### config.mk
export PLATFORM = sky130hd
export DESIGN_NAME = irq_distributor
export DESIGN_NICKNAME = d
export VERILOG_FILES = /design/src/rtl/irqd_pkg.sv /design/src/rtl/irqd_pick.sv /design/src/rtl/irqd_cfg_regs.sv /design/src/rtl/irqd_state.sv /design/src/rtl/irq_distributor.sv
export SDC_FILE = /design/constraint.sdc
export NUM_CORES = 1
export LEC_CHECK = 0
export BUFFER_PORTS_ARGS = -buffer_cell sky130_fd_sc_hd__buf_2
export CORE_ASPECT_RATIO = 0.5
export CORE_UTILIZATION = 45
export DETAILED_ROUTE_END_ITERATION = 10
export PLACE_DENSITY = 0.65
export SLEW_MARGIN = 20
export SYNTH_ARGS = -nofsm -noshare
export SYNTH_HDL_FRONTEND = slang
export SYNTH_SLANG_ARGS = --single-unit
export TNS_END_PERCENT = 100
### constraint.sdc
create_clock -name clk -period 38.5 [get_ports clk]
set_input_delay 7.7 -clock clk [delete_from_list [all_inputs] [get_ports clk]]
set_output_delay 7.7 -clock clk [all_outputs]
set_load 0.05 [all_outputs]
### src/rtl/irqd_pkg.sv
// Shared definitions for the interrupt distributor.
// Assumes: urgency is 8 bits wide, lower value means more urgent.
package irqd_pkg;
    localparam int PRIO_W = 8;
    typedef logic [PRIO_W-1:0] prio_t;

    // Register addresses; priority registers follow the base in source order.
    localparam int REG_MASK      = 0;
    localparam int REG_ENABLE    = 1;
    localparam int REG_PRIO_BASE = 2;

    // Returns the more urgent (numerically lower) of two urgency values.
    function automatic prio_t prio_min(input prio_t a, input prio_t b);
        return (a < b) ? a : b;
    endfunction
endpackage

### src/rtl/irqd_pick.sv
// Tournament tree that finds the most urgent candidate among N_SRC sources.
// Ties resolve toward the lower index, because the left subtree always holds
// the lower indices. With no candidate, found is 0 and best is all ones.
// Assumes: N_SRC >= 2; purely combinational.
module irqd_pick
    import irqd_pkg::*;
#(
    parameter int N_SRC = 16,
    localparam int IDX_W  = $clog2(N_SRC),
    localparam int LEAVES = 1 << $clog2(N_SRC),
    localparam int NODES  = 2 * LEAVES - 1
) (
    input  logic [N_SRC-1:0]  cand,
    input  prio_t [N_SRC-1:0] prio,
    output logic              found,
    output logic [IDX_W-1:0]  idx,
    output prio_t             best
);
    logic              node_v [NODES];
    prio_t             node_p [NODES];
    logic [IDX_W-1:0]  node_i [NODES];

    // Leaves: real sources load their candidate state, padding leaves stay empty.
    for (genvar i = 0; i < LEAVES; i++) begin : g_leaf
        if (i < N_SRC) begin : g_real
            assign node_v[LEAVES-1+i] = cand[i];
            assign node_p[LEAVES-1+i] = cand[i] ? prio[i] : '1;
            assign node_i[LEAVES-1+i] = IDX_W'(i);
        end else begin : g_pad
            assign node_v[LEAVES-1+i] = 1'b0;
            assign node_p[LEAVES-1+i] = '1;
            assign node_i[LEAVES-1+i] = '0;
        end
    end

    // Inner nodes: keep the left child unless the right one is strictly better.
    for (genvar k = 0; k < LEAVES - 1; k++) begin : g_node
        logic take_left;
        assign take_left = node_v[2*k+1] &&
                           (!node_v[2*k+2] || (node_p[2*k+1] <= node_p[2*k+2]));
        assign node_v[k] = node_v[2*k+1] | node_v[2*k+2];
        assign node_p[k] = take_left ? node_p[2*k+1] : node_p[2*k+2];
        assign node_i[k] = take_left ? node_i[2*k+1] : node_i[2*k+2];
    end

    assign found = node_v[0];
    assign idx   = node_i[0];
    assign best  = node_p[0];
endmodule

### src/rtl/irqd_cfg_regs.sv
// Software-visible configuration: threshold, enable vector and one urgency
// register per source, with a combinational read mux.
// Assumes: DATA_W >= N_SRC and DATA_W >= PRIO_W; unmapped addresses are inert.
module irqd_cfg_regs
    import irqd_pkg::*;
#(
    parameter int N_SRC  = 16,
    parameter int ADDR_W = 5,
    parameter int DATA_W = 16
) (
    input  logic              clk,
    input  logic              rst_n,
    input  logic              we,
    input  logic [ADDR_W-1:0] addr,
    input  logic [DATA_W-1:0] wdata,
    output logic [DATA_W-1:0] rdata,
    output prio_t             cpu_mask,
    output logic [N_SRC-1:0]  src_enable,
    output prio_t [N_SRC-1:0] src_prio
);
    logic hit_mask, hit_enable;

    assign hit_mask   = (addr == ADDR_W'(REG_MASK));
    assign hit_enable = (addr == ADDR_W'(REG_ENABLE));

    // Threshold register: reset to 0 so nothing can be issued.
    always_ff @(posedge clk) begin
        if (!rst_n)               cpu_mask <= '0;
        else if (we && hit_mask)  cpu_mask <= wdata[PRIO_W-1:0];
    end

    // Enable vector: reset with every source disabled.
    always_ff @(posedge clk) begin
        if (!rst_n)                 src_enable <= '0;
        else if (we && hit_enable)  src_enable <= wdata[N_SRC-1:0];
    end

    // One urgency register per source.
    for (genvar i = 0; i < N_SRC; i++) begin : g_prio
        logic  hit;
        prio_t prio_q;
        assign hit = (addr == ADDR_W'(REG_PRIO_BASE + i));
        // Holds the urgency of source i.
        always_ff @(posedge clk) begin
            if (!rst_n)         prio_q <= '0;
            else if (we && hit) prio_q <= wdata[PRIO_W-1:0];
        end
        assign src_prio[i] = prio_q;
    end

    // Read mux: returns the addressed register, zero for unmapped addresses.
    always_comb begin
        rdata = '0;
        if (hit_mask)   rdata[PRIO_W-1:0] = cpu_mask;
        if (hit_enable) rdata[N_SRC-1:0]  = src_enable;
        for (int i = 0; i < N_SRC; i++) begin
            if (addr == ADDR_W'(REG_PRIO_BASE + i)) rdata[PRIO_W-1:0] = src_prio[i];
        end
    end
endmodule

### src/rtl/irqd_state.sv
// Per-source waiting and in-service flags.
// Waiting is sticky: set by a high line, cleared only by a claim. A line that
// is high in the claim cycle sets it again. In-service is set by a claim and
// cleared by a release.
// Assumes: take_fire only names a source that is not in service.
module irqd_state #(
    parameter int N_SRC = 16,
    localparam int IDX_W = $clog2(N_SRC)
) (
    input  logic             clk,
    input  logic             rst_n,
    input  logic [N_SRC-1:0] src_lines,
    input  logic             take_fire,
    input  logic [IDX_W-1:0] take_idx,
    input  logic             done_fire,
    input  logic [IDX_W-1:0] done_idx,
    output logic [N_SRC-1:0] pend,
    output logic [N_SRC-1:0] act
);
    for (genvar i = 0; i < N_SRC; i++) begin : g_src
        logic take_me, done_me, pend_q, act_q;
        assign take_me = take_fire && (take_idx == IDX_W'(i));
        assign done_me = done_fire && (done_idx == IDX_W'(i));

        // Waiting flag: latch the line, drop on claim.
        always_ff @(posedge clk) begin
            if (!rst_n) pend_q <= 1'b0;
            else        pend_q <= (pend_q & ~take_me) | src_lines[i];
        end

        // In-service flag: set on claim, clear on release.
        always_ff @(posedge clk) begin
            if (!rst_n)       act_q <= 1'b0;
            else if (take_me) act_q <= 1'b1;
            else if (done_me) act_q <= 1'b0;
        end

        assign pend[i] = pend_q;
        assign act[i]  = act_q;
    end
endmodule

### src/rtl/irq_distributor.sv
// Prioritized interrupt distributor top.
// Chooses the most urgent waiting, enabled, idle source. It raises irq when
// that source beats the effective threshold, which is the smaller of the
// programmed threshold and the most urgent running handler. Claims and
// releases go through ack_* and eoi_*.
// Assumes: all inputs are synchronous to clk; N_SRC >= 2.
module irq_distributor
    import irqd_pkg::*;
#(
    parameter int N_SRC = 16,
    localparam int IDX_W  = $clog2(N_SRC),
    localparam int ID_W   = $clog2(N_SRC + 1),
    localparam int ADDR_W = $clog2(N_SRC + 2),
    localparam int DATA_W = (N_SRC > PRIO_W) ? N_SRC : PRIO_W
) (
    input  logic              clk,
    input  logic              rst_n,
    input  logic [N_SRC-1:0]  irq_lines,
    input  logic              cfg_we,
    input  logic [ADDR_W-1:0] cfg_addr,
    input  logic [DATA_W-1:0] cfg_wdata,
    output logic [DATA_W-1:0] cfg_rdata,
    input  logic              ack_req,
    output logic [ID_W-1:0]   ack_id,
    input  logic              eoi_valid,
    input  logic [ID_W-1:0]   eoi_id,
    output logic              irq
);
    prio_t              cpu_mask;
    logic [N_SRC-1:0]   src_enable;
    prio_t [N_SRC-1:0]  src_prio;
    logic [N_SRC-1:0]   pend, act, cand;
    logic               sel_found, run_found;
    logic [IDX_W-1:0]   sel_idx, run_idx;
    prio_t              sel_prio, run_prio, eff_thr;
    logic               ack_fire, eoi_fire;

    irqd_cfg_regs #(.N_SRC(N_SRC), .ADDR_W(ADDR_W), .DATA_W(DATA_W)) u_regs (
        .clk        (clk),
        .rst_n      (rst_n),
        .we         (cfg_we),
        .addr       (cfg_addr),
        .wdata      (cfg_wdata),
        .rdata      (cfg_rdata),
        .cpu_mask   (cpu_mask),
        .src_enable (src_enable),
        .src_prio   (src_prio)
    );

    irqd_state #(.N_SRC(N_SRC)) u_state (
        .clk       (clk),
        .rst_n     (rst_n),
        .src_lines (irq_lines),
        .take_fire (ack_fire),
        .take_idx  (sel_idx),
        .done_fire (eoi_fire),
        .done_idx  (eoi_id[IDX_W-1:0]),
        .pend      (pend),
        .act       (act)
    );

    // Candidates: waiting, enabled and not already in service.
    assign cand = pend & src_enable & ~act;

    irqd_pick #(.N_SRC(N_SRC)) u_pick_sel (
        .cand  (cand),
        .prio  (src_prio),
        .found (sel_found),
        .idx   (sel_idx),
        .best  (sel_prio)
    );

    irqd_pick #(.N_SRC(N_SRC)) u_pick_run (
        .cand  (act),
        .prio  (src_prio),
        .found (run_found),
        .idx   (run_idx),
        .best  (run_prio)
    );

    // Effective threshold: a running handler tightens the programmed one.
    assign eff_thr = run_found ? prio_min(cpu_mask, run_prio) : cpu_mask;

    // Request and claim decode.
    assign irq      = sel_found && (sel_prio < eff_thr);
    assign ack_fire = ack_req && irq;
    assign ack_id   = irq ? ID_W'(sel_idx) : '1;

    // Release is honoured only for an ID inside the source range.
    assign eoi_fire = eoi_valid && (eoi_id <= ID_W'(N_SRC - 1));
endmodule

== Yosys cells after proc, flatten, opt, wreduce, memory -nomap -nowiden ==
Index checks and enable logic that the tools add are counted.

* Input port bits: 47
* Output and inout bits: 22
* Flip-flop bits (word level): 184

* Bitwise logic cells: 81
* Equality and inequality tests: 47
* Reductions and logical operators: 162
* $lt $le $gt $ge: 33
* Multiplexer cells: 130

{| class="wikitable"
|+ Operators by type and width
! cell !! number
|-
| two-way mux 8 bit || 81
|-
| <= comparator 8 bit || 30
|-
| logical AND 1 bit || 83
|-
| == test 4 bit, second input constant || 16
|-
| OR 1 bit || 46
|-
| == test 5 x 4 -> 1 bit, second input constant || 8
|-
| two-way mux 1 bit || 40
|-
| bitwise AND 16 bit || 2
|-
| == test 4 x 3 -> 1 bit, second input constant || 8
|-
| nonzero test 2 bit || 16
|-
| zero test 1 bit || 30
|-
| logical OR 1 bit || 30
|-
| == test 5 x 3 -> 1 bit, second input constant || 4
|-
| bitwise AND 1 bit || 16
|-
| == test 4 x 2 -> 1 bit, second input constant || 4
|-
| < comparator 8 bit || 2
|-
| two-way mux 16 bit || 1
|-
| NOT 1 bit || 16
|-
| NOT 16 bit || 1
|-
| == test 5 x 2 -> 1 bit, second input constant || 2
|-
| == test 5 bit, second input constant || 2
|-
| == test 4 x 1 -> 1 bit, second input constant || 2
|-
| zero test 4 bit || 2
|-
| two-way mux 2 bit || 4
|-
| other kinds (6) || 7
|}

== Logic depth before layout (Yosys ltp) ==
Gate-level depths: netlist of run 1.

* Depth after elaboration: 27
* Gate-level depth with buffers: 61
* Mapped depth without buffers: 55

== Modules after synthesis ==
A second synthesis of run 1 with hierarchy kept.

* Cells, all modules: 3,212
* Area, all modules: 24,519.8 um^2

{| class="wikitable"
|+ Modules (own cells, without submodules)
! module !! times used !! area an instance (um^2) !! cells an instance
|-
| irqd_cfg_regs || 1 || 7,611.0 || 858
|-
| irqd_pick at u_pick_run || 1 || 7,317.0 || 1,035
|-
| irqd_pick at u_pick_sel || 1 || 7,313.3 || 1,035
|-
| irqd_state || 1 || 1,534.0 || 181
|-
| irq_distributor || 1 || 744.5 || 103
|}

== Worst setup path after synthesis of run 1 ==
No wires, ideal clock.

* Path kind: register to output
* Start: register u_state.g_src[6].act_q
* End: output port ack_id[0]
* Required time: 30,800 ps
* Path buffers: 7
* Arrival: 10,399 ps
* Cell stages (with the launch flop): 54
* Slack: 20,401 ps
* Cell sequence: dfxtp_1 > clkbuf_1 > nand2b_1 > ha_1 > nor2b_1 > o21ai_1 > a2111oi_2 > a2bb2oi_2 > clkbuf_1 > nor2_1 > a21o_1 > ha_1 > a21oi_1 > o21ai_0 > or2_2 > a211o_1 > a21oi_1 > buf_2 > (+18 left out) > a21oi_1 > ha_1 > a21o_1 > a21oi_1 > nor2b_1 > o32ai_1 > a21bo_2 > clkbuf_1 > a21o_1 > ha_1 > a21oi_1 > nor2b_1 > o21ai_0 > o21ai_0 > nor3_1 > and2_1 > buf_2 > nand2_1

* Word-level cells in the longest chain between the ends: 23

{| class="wikitable"
|+ RTL lines
! item !! line !! RTL
|-
| start: declaration || irqd_state.sv:21 || <nowiki>logic take_me, done_me, pend_q, act_q;</nowiki>
|-
| start signal: assignment || irqd_state.sv:33 || <nowiki>if (!rst_n) act_q <= 1'b0;</nowiki>
|-
| start signal: assignment || irqd_state.sv:34 || <nowiki>else if (take_me) act_q <= 1'b1;</nowiki>
|-
| start signal: assignment || irqd_state.sv:35 || <nowiki>else if (done_me) act_q <= 1'b0;</nowiki>
|-
| two-way mux 8 bit || irqd_pick.sv:27 || <nowiki>assign node_p[LEAVES-1+i] = cand[i] ? prio[i] : '1;</nowiki>
|-
| <= comparator 8 bit || irqd_pick.sv:40 || <nowiki>(!node_v[2*k+2] || (node_p[2*k+1] <= node_p[2*k+2]));</nowiki>
|-
| logical OR 1 bit || irqd_pick.sv:40 ||
|-
| logical AND 1 bit || irqd_pick.sv:39 || <nowiki>assign take_left = node_v[2*k+1] &&</nowiki>
|-
| two-way mux 8 bit || irqd_pick.sv:42 || <nowiki>assign node_p[k] = take_left ? node_p[2*k+1] : node_p[2*k+2];</nowiki>
|-
| <= comparator 8 bit || irqd_pick.sv:40 ||
|-
| logical OR 1 bit || irqd_pick.sv:40 ||
|-
| logical AND 1 bit || irqd_pick.sv:39 ||
|-
| (+8 left out) || -- ||
|-
| two-way mux 8 bit || irqd_pick.sv:42 ||
|-
| < comparator 8 bit || irqd_pkg.sv:14 || <nowiki>return (a < b) ? a : b;</nowiki>
|-
| two-way mux 8 bit || irqd_pkg.sv:14 ||
|-
| two-way mux 8 bit || irq_distributor.sv:82 || <nowiki>assign eff_thr = run_found ? prio_min(cpu_mask, run_prio) : cpu_mask;</nowiki>
|-
| < comparator 8 bit || irq_distributor.sv:85 || <nowiki>assign irq = sel_found && (sel_prio < eff_thr);</nowiki>
|-
| logical AND 1 bit * || irq_distributor.sv:85 ||
|-
| net irq || irq_distributor.sv:27 || <nowiki>output logic irq</nowiki>
|-
| two-way mux 5 bit * || irq_distributor.sv:87 || <nowiki>assign ack_id = irq ? ID_W'(sel_idx) : '1;</nowiki>
|-
| end: declaration || irq_distributor.sv:24 || <nowiki>output logic [ID_W-1:0] ack_id,</nowiki>
|}

Mark *: on every way through the listed nets, which the timed path passes. The rest lies on a longest branch.

== Final worst setup path of run 1 ==
* Start: register u_state.g_src[10].act_q
* End: output port ack_id[1]

* Word-level cells in the longest chain between the ends: 23

{| class="wikitable"
|+ RTL lines
! item !! line
|-
| start: declaration || irqd_state.sv:21
|-
| start signal: assignment || irqd_state.sv:33
|-
| start signal: assignment || irqd_state.sv:34
|-
| start signal: assignment || irqd_state.sv:35
|-
| two-way mux 8 bit || irqd_pick.sv:27
|-
| <= comparator 8 bit || irqd_pick.sv:40
|-
| logical OR 1 bit || irqd_pick.sv:40
|-
| logical AND 1 bit || irqd_pick.sv:39
|-
| two-way mux 8 bit || irqd_pick.sv:42
|-
| <= comparator 8 bit || irqd_pick.sv:40
|-
| logical OR 1 bit || irqd_pick.sv:40
|-
| logical AND 1 bit || irqd_pick.sv:39
|-
| (+7 left out) || --
|-
| logical AND 1 bit || irqd_pick.sv:39
|-
| two-way mux 8 bit || irqd_pick.sv:42
|-
| < comparator 8 bit || irqd_pkg.sv:14
|-
| two-way mux 8 bit || irqd_pkg.sv:14
|-
| two-way mux 8 bit || irq_distributor.sv:82
|-
| < comparator 8 bit || irq_distributor.sv:85
|-
| logical AND 1 bit || irq_distributor.sv:85
|-
| two-way mux 5 bit * || irq_distributor.sv:87
|}

Mark *: on every way between the ends. The rest lies on a longest branch, timed or not.

==> Implementation_results.wiki, run 1 <==
{| class="wikitable"
! Metric !! Value
|-
| Yosys warning total || 0
|-
| # Post-CTS Setup Buffers || 0
|-
| Boundary Pins || 69
|-
| Global-route total usage across every layer || 0.319
|-
| Number of levels the H-tree was split into || 4
|-
| Global-route wire length before repair || ~110000 µm
|-
| Floorplan die area || 43200 µm²
|-
| Clock sinks || 184
|-
| Cts repair resizes || 0
|-
| Total power of the final layout || about 0.41 mW
|-
| Kind of end point of the critical path || primary output
|-
| Result of the run || finished, final reports clean
|-
| NumNets Final || between 2000 and 3000
|-
| Utilization after layout || 0.496
|-
| Post-placement cell count || 3127
|-
| First DRT Iteration DRCs || 2243
|-
| Prevailing post-synth register cell || dfxtp_1
|-
| Reported leakage power || between 8 and 9 nW
|-
| TritonRoute pass-1 iters || 5
|-
| Data required time at the worst endpoint || between 30 and 40 ns
|-
| Average cell area after synthesis || roughly 7.3 µm²
|-
| Number of flops mapped to enable cells by yosys || 0
|-
| Antenna violations before repair || 1
|-
| Clock latency reported for the late side of the worst-skew pair || 0.46 ns
|-
| Synth area leader || dfxtp_1
|-
| Period utilization || 0.514
|-
| Area fraction of the dominant cell type after synthesis || 0.193
|-
| Slew HR || 0.298
|-
| Crit path arrival time || approximately 12 ns
|-
| Proportion of layout cells with a drive suffix above 1 || 0.0895
|-
| Per-cell via count in the routed design || 6.21
|-
| Fin worst setup slack || between 15 and 20 ns
|-
| Setup repair after global routing missed its margin || no
|-
| Critical Path Most Common Cell || a21oi_1
|-
| Die Y-Extent || 148 µm
|-
| Initial standard-cell utilization of the core || 0.464
|-
| Pre-CTS WS || about 19 ns
|-
| Count of final hold-check violations || 0
|-
| CP max stage cell || dfxtp_1
|-
| Clock buffers created by TritonCTS || 17
|-
| Via count of the first global-routing pass || 17682
|-
| Drc violations || 0
|-
| Largest stage delay, worst path || between 0.7 and 0.8 ns
|-
| Top post-synthesis cells by count || nand2_1 (342), ha_1 (249), nor2_1 (219)
|-
| Synth Register Bits || 184
|-
| Final Setup Violations || 0
|-
| TritonCTS clock tree || done
|-
| Post-detail-place hpwl || 53900 µm
|-
| Sequential fraction of the synthesis area || 0.193
|-
| Total nets after synthesis || just under 3000
|-
| Total Negative Setup Slacks || 0 ns
|-
| Async set-or-reset flop fraction in the synthesized netlist || 0
|-
| Worst hold path type || flop to flop
|-
| Post-detailed-routing wire length || between 70000 and 80000 µm
|-
| Clock slew seen by the registers of the worst setup and hold paths || around 0.090 ns
|-
| Final weighted congestion in routability-driven placement || just over 1
|-
| Max-slew violations || 0
|-
| Most numerous cell in the Yosys netlist || nand2_1
|-
| Width of the die || approximately 290 µm
|-
| Worst-Margin Slew || between 1 and 1.5 ns
|-
| Synthesis-to-finish area growth || 6.77%
|-
| Count of mapped cells out of synthesis || ~2600
|-
| Wirelength per Cell || between 20 and 25 µm
|-
| Number of max-capacitance violations reported || 0
|-
| PwrDens || approximately 20 nW/µm²
|-
| Maximum number of pins on one net before global-route repair || 97
|-
| Buffers and inverters on the worst path || 3
|-
| Count of distinct cell types in the synthesized netlist || between 80 and 90
|-
| Element type at the critical path start || flop
|-
| Worst clock skew || approximately 0.021 ns
|-
| Total congestion overflow after global routing || 0
|-
| Root Buffer Master || clkbuf_16
|-
| Syn Std Cell Area || approximately 19000 µm²
|-
| Maximum fanout along the worst path || 19
|-
| Critical path class || flop to primary output
|-
| Placement Rows || 52
|-
| Final critical delay including setup and external delays || ~20 ns
|-
| CTS max path bufs || 2
|-
| Number of buffer cells added on primary ports || 68
|-
| Floorplan Core Area || 41100 µm²
|-
| Number of standard cells in the final layout excluding fillers || ~3200
|-
| VDD IR-drop max || between 0.00002 and 0.00003 V
|-
| Routed vias || 19629
|-
| Cells taking the most area after synthesis || dfxtp_1 (19%), ha_1 (16%), nand2_1 (6.7%)
|-
| Top Family by Delay on Critical Path || compound AO/OA/AOI/OAI gates
|-
| # hold bufs at CTS || 0
|-
| Antenna viol nets, final || 0
|-
| Fmax || between 50 and 60 MHz
|}
[layout by cell type (no fill, tap or decap), types with 14 or more instances in the layout]
master,netlist,layout
ha_1,249,249
a21o_1,60,60
nand4_1,52,52
a22oi_1,21,21
nand3_1,188,188
buf_2,2,66
o21a_1,20,20
nand2_1,342,342
and3_1,19,19
buf_4,1,26
o31ai_1,16,16
a21oi_1,132,131
nor2_1,219,218
dfxtp_1,184,184
inv_1,133,133
a21boi_0,146,146
a211oi_1,24,24
mux2_2,57,57
nor3_1,45,45
nand2b_1,61,61
or2_2,15,15
nor2b_1,82,82
mux2i_1,84,84
o22ai_1,14,14
o21ai_0,117,117
a31oi_1,15,15
clkbuf_16,0,17
[worst reg2reg max path: cells and delay by family (launching register included)]
family | cells | cell delay (ns)
and+or+nand+nor | 15 | 2.65
buffers and inverters | 2 | 0.17
muxes | 2 | 1.03
AOI/OAI and AO/OA | 25 | 5.70
adders and majority gates | 6 | 1.77
DFF | 1 | 0.74
[stage by stage]
stage / hold slack, ns / cell area, µm²
after floorplan: 0.443 / 19100
after global placement: 0.453 / 19800
after detailed placement: 0.459 / 19800
after CTS: 0.469 / 20300
after global routing: 0.488 / 20400
final: 0.476 / 20400
[where the power goes]
group | total, mW | leakage, nW | internal (mW) | switching (mW)
sequential | 0.196 | 1.49 | 0.192 | 0.00337
combinational | 0.0378 | 6.85 | 0.0117 | 0.0261
clock | 0.176 | 0.270 | 0.0859 | 0.0898
total | 0.409 | 8.61 | 0.290 | 0.119
[worst paths after layout]
kind	start	to	slack (ns)	depth (start not counted)
worst max-delay path	u_state.g_src[10].act_q	ack_id[1]	18.70	49
worst min-delay path	u_regs.g_prio[14].prio_q[1]	u_regs.g_prio[14].prio_q[1]	0.48	2
worst max register to register	u_state.g_src[10].act_q	u_state.g_src[10].pend_q	26.36	50
worst min register to register	u_regs.g_prio[14].prio_q[1]	u_regs.g_prio[14].prio_q[1]	0.48	2
[cell type report]
class	instances	area (µm²)
inverter	136	510
fill	4042	20700
sequential	184	3680
antenna	1	2.50
timing repair buffer	92	526
tap	567	709
clock inverter	13	139
multi-input combinational	2148	14400
clock buffer	18	429
[state kept, by name, indices dropped and copies added (netlist names)]
name / count
u_regs.g_prio.prio_q: 128
u_regs.src_enable: 16
u_state.g_src.act_q: 16
u_regs.cpu_mask: 8
u_state.g_src.pend_q: 16
[layer usage]
metal | vias to the layer above | GRT usage | part of all wire | wire length, µm
li1 | 9280 | - | - | -
met1 | 9265 | 0.454 | 0.44 | 31200
met2 | 954 | 0.487 | 0.42 | 29900
met3 | 130 | 0.0505 | 0.10 | 7020
met4 | 0 | 0.113 | 0.031 | 2170
met5 | - | 0 | 0 | 0
[cells by family (layout without fill, tap and decap cells)]
kind of cell,count (synthesis),in the layout,share of synthesized area
adder cells (fa/ha/maj),249,249,0.163
flip-flops,184,184,0.193
buffers and inverters,271,259,0.0541
XOR/XNOR,4,4,0.00184
other,0,1,0
AND/OR/NAND/NOR,1075,1075,0.268
multiplexers,142,142,0.0786
AO/OA/AOI/OAI,678,678,0.241
Note: power is estimated with default switching activity, not from simulation.
==> run 2: changes to the inputs <==
==> constraint.sdc (replaced) <==
create_clock -name clk -period 19.8 [get_ports clk]
set_input_delay 3.96 -clock clk [delete_from_list [all_inputs] [get_ports clk]]
set_output_delay 3.96 -clock clk [all_outputs]
set_load 0.05 [all_outputs]
==> Implementation_results.wiki, run 2 (synthesis gave the netlist of run 1 again) <==
{| class="wikitable"
! Metric !! Value
|-
| Critical path class || flop to primary output
|-
| Floorplan Core Area || 41100 µm² (unchanged)
|-
| Number of max-capacitance violations reported || 0 (unchanged)
|-
| Post-placement cell count || 3128 (+0.032%)
|-
| Slew HR || 0.277 (-0.0211)
|-
| Global-route total usage across every layer || 0.325 (+0.00591)
|-
| NumNets Final || 2876 (+0.035%)
|-
| Antenna violations before repair || 2 (+1)
|-
| Number of buffer cells added on primary ports || 68 (unchanged)
|-
| Multi-input logic area || 14400 µm² (about the same)
|-
| Wirelength per Cell || 22.7 µm (+2.1%)
|-
| Most common cell after layout, fill and taps aside || nand2_1
|-
| Worst R2R Setup Slack || 7.56 ns (-18.80 ns)
|-
| Result of the run || finished, final reports clean
|-
| Total Negative Setup Slacks || 0 ns (unchanged)
|-
| Initial standard-cell utilization of the core || 0.464 (unchanged)
|-
| Crit path arrival time || 12.14 ns (+0.04 ns)
|-
| Routed vias || 19678 (+0.25%)
|-
| Floorplan die area || 43200 µm² (unchanged)
|-
| Flip-flop count of the largest register, all copies and words added || 128 (unchanged)
|-
| Placement Rows || 52 (unchanged)
|-
| Max-slew violations || 0 (unchanged)
|-
| Clock buffers created by TritonCTS || 17 (unchanged)
|-
| Element type at the critical path start || flop
|-
| Worst-Margin Slew || 1.09 ns (+0.0355 ns)
|-
| Worst hold slack across all endpoints || 0.470 ns (-0.00583 ns)
|-
| Clock sinks || 184 (unchanged)
|-
| CTS max path bufs || 2 (unchanged)
|-
| TritonCTS clock tree || done
|-
| Via count of the first global-routing pass || 17688 (+0.034%)
|-
| Utilization after layout || 0.496 (+0.000518)
|-
| Final critical delay including setup and external delays || 16.10 ns
|-
| Post-detailed-routing wire length || 71800 µm (+2.1%)
|-
| Fin worst setup slack || 3.70 ns (-15.00 ns)
|-
| Number of standard cells in the final layout excluding fillers || 3162 (+0.095%)
|-
| Maximum number of pins on one net before global-route repair || 109 (+12%)
|-
| Boundary Pins || 69 (unchanged)
|-
| Per-cell via count in the routed design || 6.22 (+0.15%)
|-
| Kind of end point of the critical path || primary output
|-
| Fmax || just over 60 MHz
|-
| Biggest register || u_regs.g_prio.prio_q
|-
| Total congestion overflow after global routing || 0 (unchanged)
|-
| First DRT Iteration DRCs || 2306 (+2.8%)
|-
| Fraction of power consumed by combinational cells || 0.094 (+0.002)
|-
| Design Area, Final || 20400 µm² (+0.10%)
|-
| Width of the die || 293 µm (unchanged)
|-
| Global-route wire length before repair || 108000 µm (+1.5%)
|-
| Clock network fraction of total power || 0.440 (+0.011)
|-
| Proportion of layout cells with a drive suffix above 1 || 0.0899 (+0.000317)
|-
| Largest stage delay, worst path || 0.71 ns (-0.03 ns)
|-
| Data required time at the worst endpoint || 15.84 ns (-14.96 ns)
|-
| Post-detail-place hpwl || 54500 µm (+1.0%)
|-
| Pint || 0.579 mW (+100%)
|-
| Die Y-Extent || 148 µm (unchanged)
|-
| Pre-CTS WS || 4.64 ns (-14.81 ns)
|-
| Worst clock skew || 0.0138 ns (-0.00735 ns)
|-
| Clock latency reported for the late side of the worst-skew pair || 0.47 ns (about the same)
|-
| Root Buffer Master || clkbuf_16
|-
| Period utilization || 0.813
|-
| Setup repair after global routing missed its margin || no
|-
| VDD IR-drop max || 0.0000594 V (+130%)
|-
| # hold bufs at CTS || 0 (unchanged)
|-
| Total power of the final layout || 0.818 mW (+100%)
|-
| Reported leakage power || 8.63 nW (+0.24%)
|-
| Leading cell types in the layout, fill and taps excluded || nand2_1 (342), ha_1 (249), nor2_1 (219)
|-
| Synthesis-to-finish area growth || 6.89%
|-
| Final weighted congestion in routability-driven placement || 1.05 (+3.5%)
|-
| Final Setup Violations || 0 (unchanged)
|-
| Placed cell area || 19800 µm² (about the same)
|-
| Number of levels the H-tree was split into || 4 (unchanged)
|-
| Number of fill cells || 4091 (+1.2%)
|-
| CP max stage cell || a21oi_1
|-
| Portion of total power attributed to sequential cells || 0.465 (-0.014)
|-
| Combined flip-flop and latch cell area || 3680 µm² (unchanged)
|-
| # Post-CTS Setup Buffers || 0 (unchanged)
|-
| Cts repair resizes || 0 (unchanged)
|-
| Drc violations || 0 (unchanged)
|-
| Clock slew seen by the registers of the worst setup and hold paths || 0.08 ns (about the same)
|-
| Antenna viol nets, final || 0 (unchanged)
|-
| Switching power of the nets || 0.239 mW (+100%)
|-
| TritonRoute pass-1 iters || 7 (+2)
|-
| PwrDens || 40.2 nW/µm² (+100%)
|-
| Maximum fanout along the worst path || 21 (+2)
|-
| Worst hold path type || flop to flop
|-
| Switching share of total power || 0.292 (+0.000918)
|-
| Count of final hold-check violations || 0 (unchanged)
|}
-- run 2: worst paths after layout --
| path | cells past startpoint | from | end |
|---|---|---|---|
| setup / recovery | 44 | u_state.g_src[5].act_q | ack_id[1] |
| hold / removal | 2 | u_regs.g_prio[12].prio_q[7] | u_regs.g_prio[12].prio_q[7] |
| setup reg to reg | 47 | u_state.g_src[5].act_q | u_state.g_src[4].pend_q |
| hold reg to reg | 2 | u_regs.g_prio[12].prio_q[7] | u_regs.g_prio[12].prio_q[7] |
-- run 2: critical path, delay by kind of cell, from the launching register on --
family | cells | cell delay, ns
flip-flops | 1 | 0.65
multiplexers | 1 | 0.37
AND/OR/NAND/NOR | 13 | 2.33
AO/OA/AOI/OAI | 21 | 5.77
adder cells (fa/ha/maj) | 6 | 1.88
buffers and inverters | 3 | 0.63
-- run 2: cell type report --
type / count / share of cell area
inverters: 136 / 0.0251
multi-input cells: 2148 / 0.705
repair buffers: 93 / 0.0262
well taps: 567 / 0.0348
flip-flops and latches: 184 / 0.181
clock buffers: 20 / 0.0219
diodes: 2 / 0.000246
clock inverters: 12 / 0.00645
-- run 2: power by group through the flow --
stage	clock network, mW	registers (mW)	logic, mW
finish	0.360	0.381	0.0770
global route	0.376	0.381	0.0809
CTS	0.362	0.380	0.0745
detailed placement	0	0.389	0.0743
global placement	0	0.389	0.0739
floorplan	0	0.385	0.0471
-- run 2: per-layer routing --
layer	routed length, µm	part of all wire	GRT usage
met1	31900	0.44	0.457
met2	30200	0.42	0.490
met3	7550	0.11	0.0726
met4	2190	0.030	0.108
met5	0	0	0
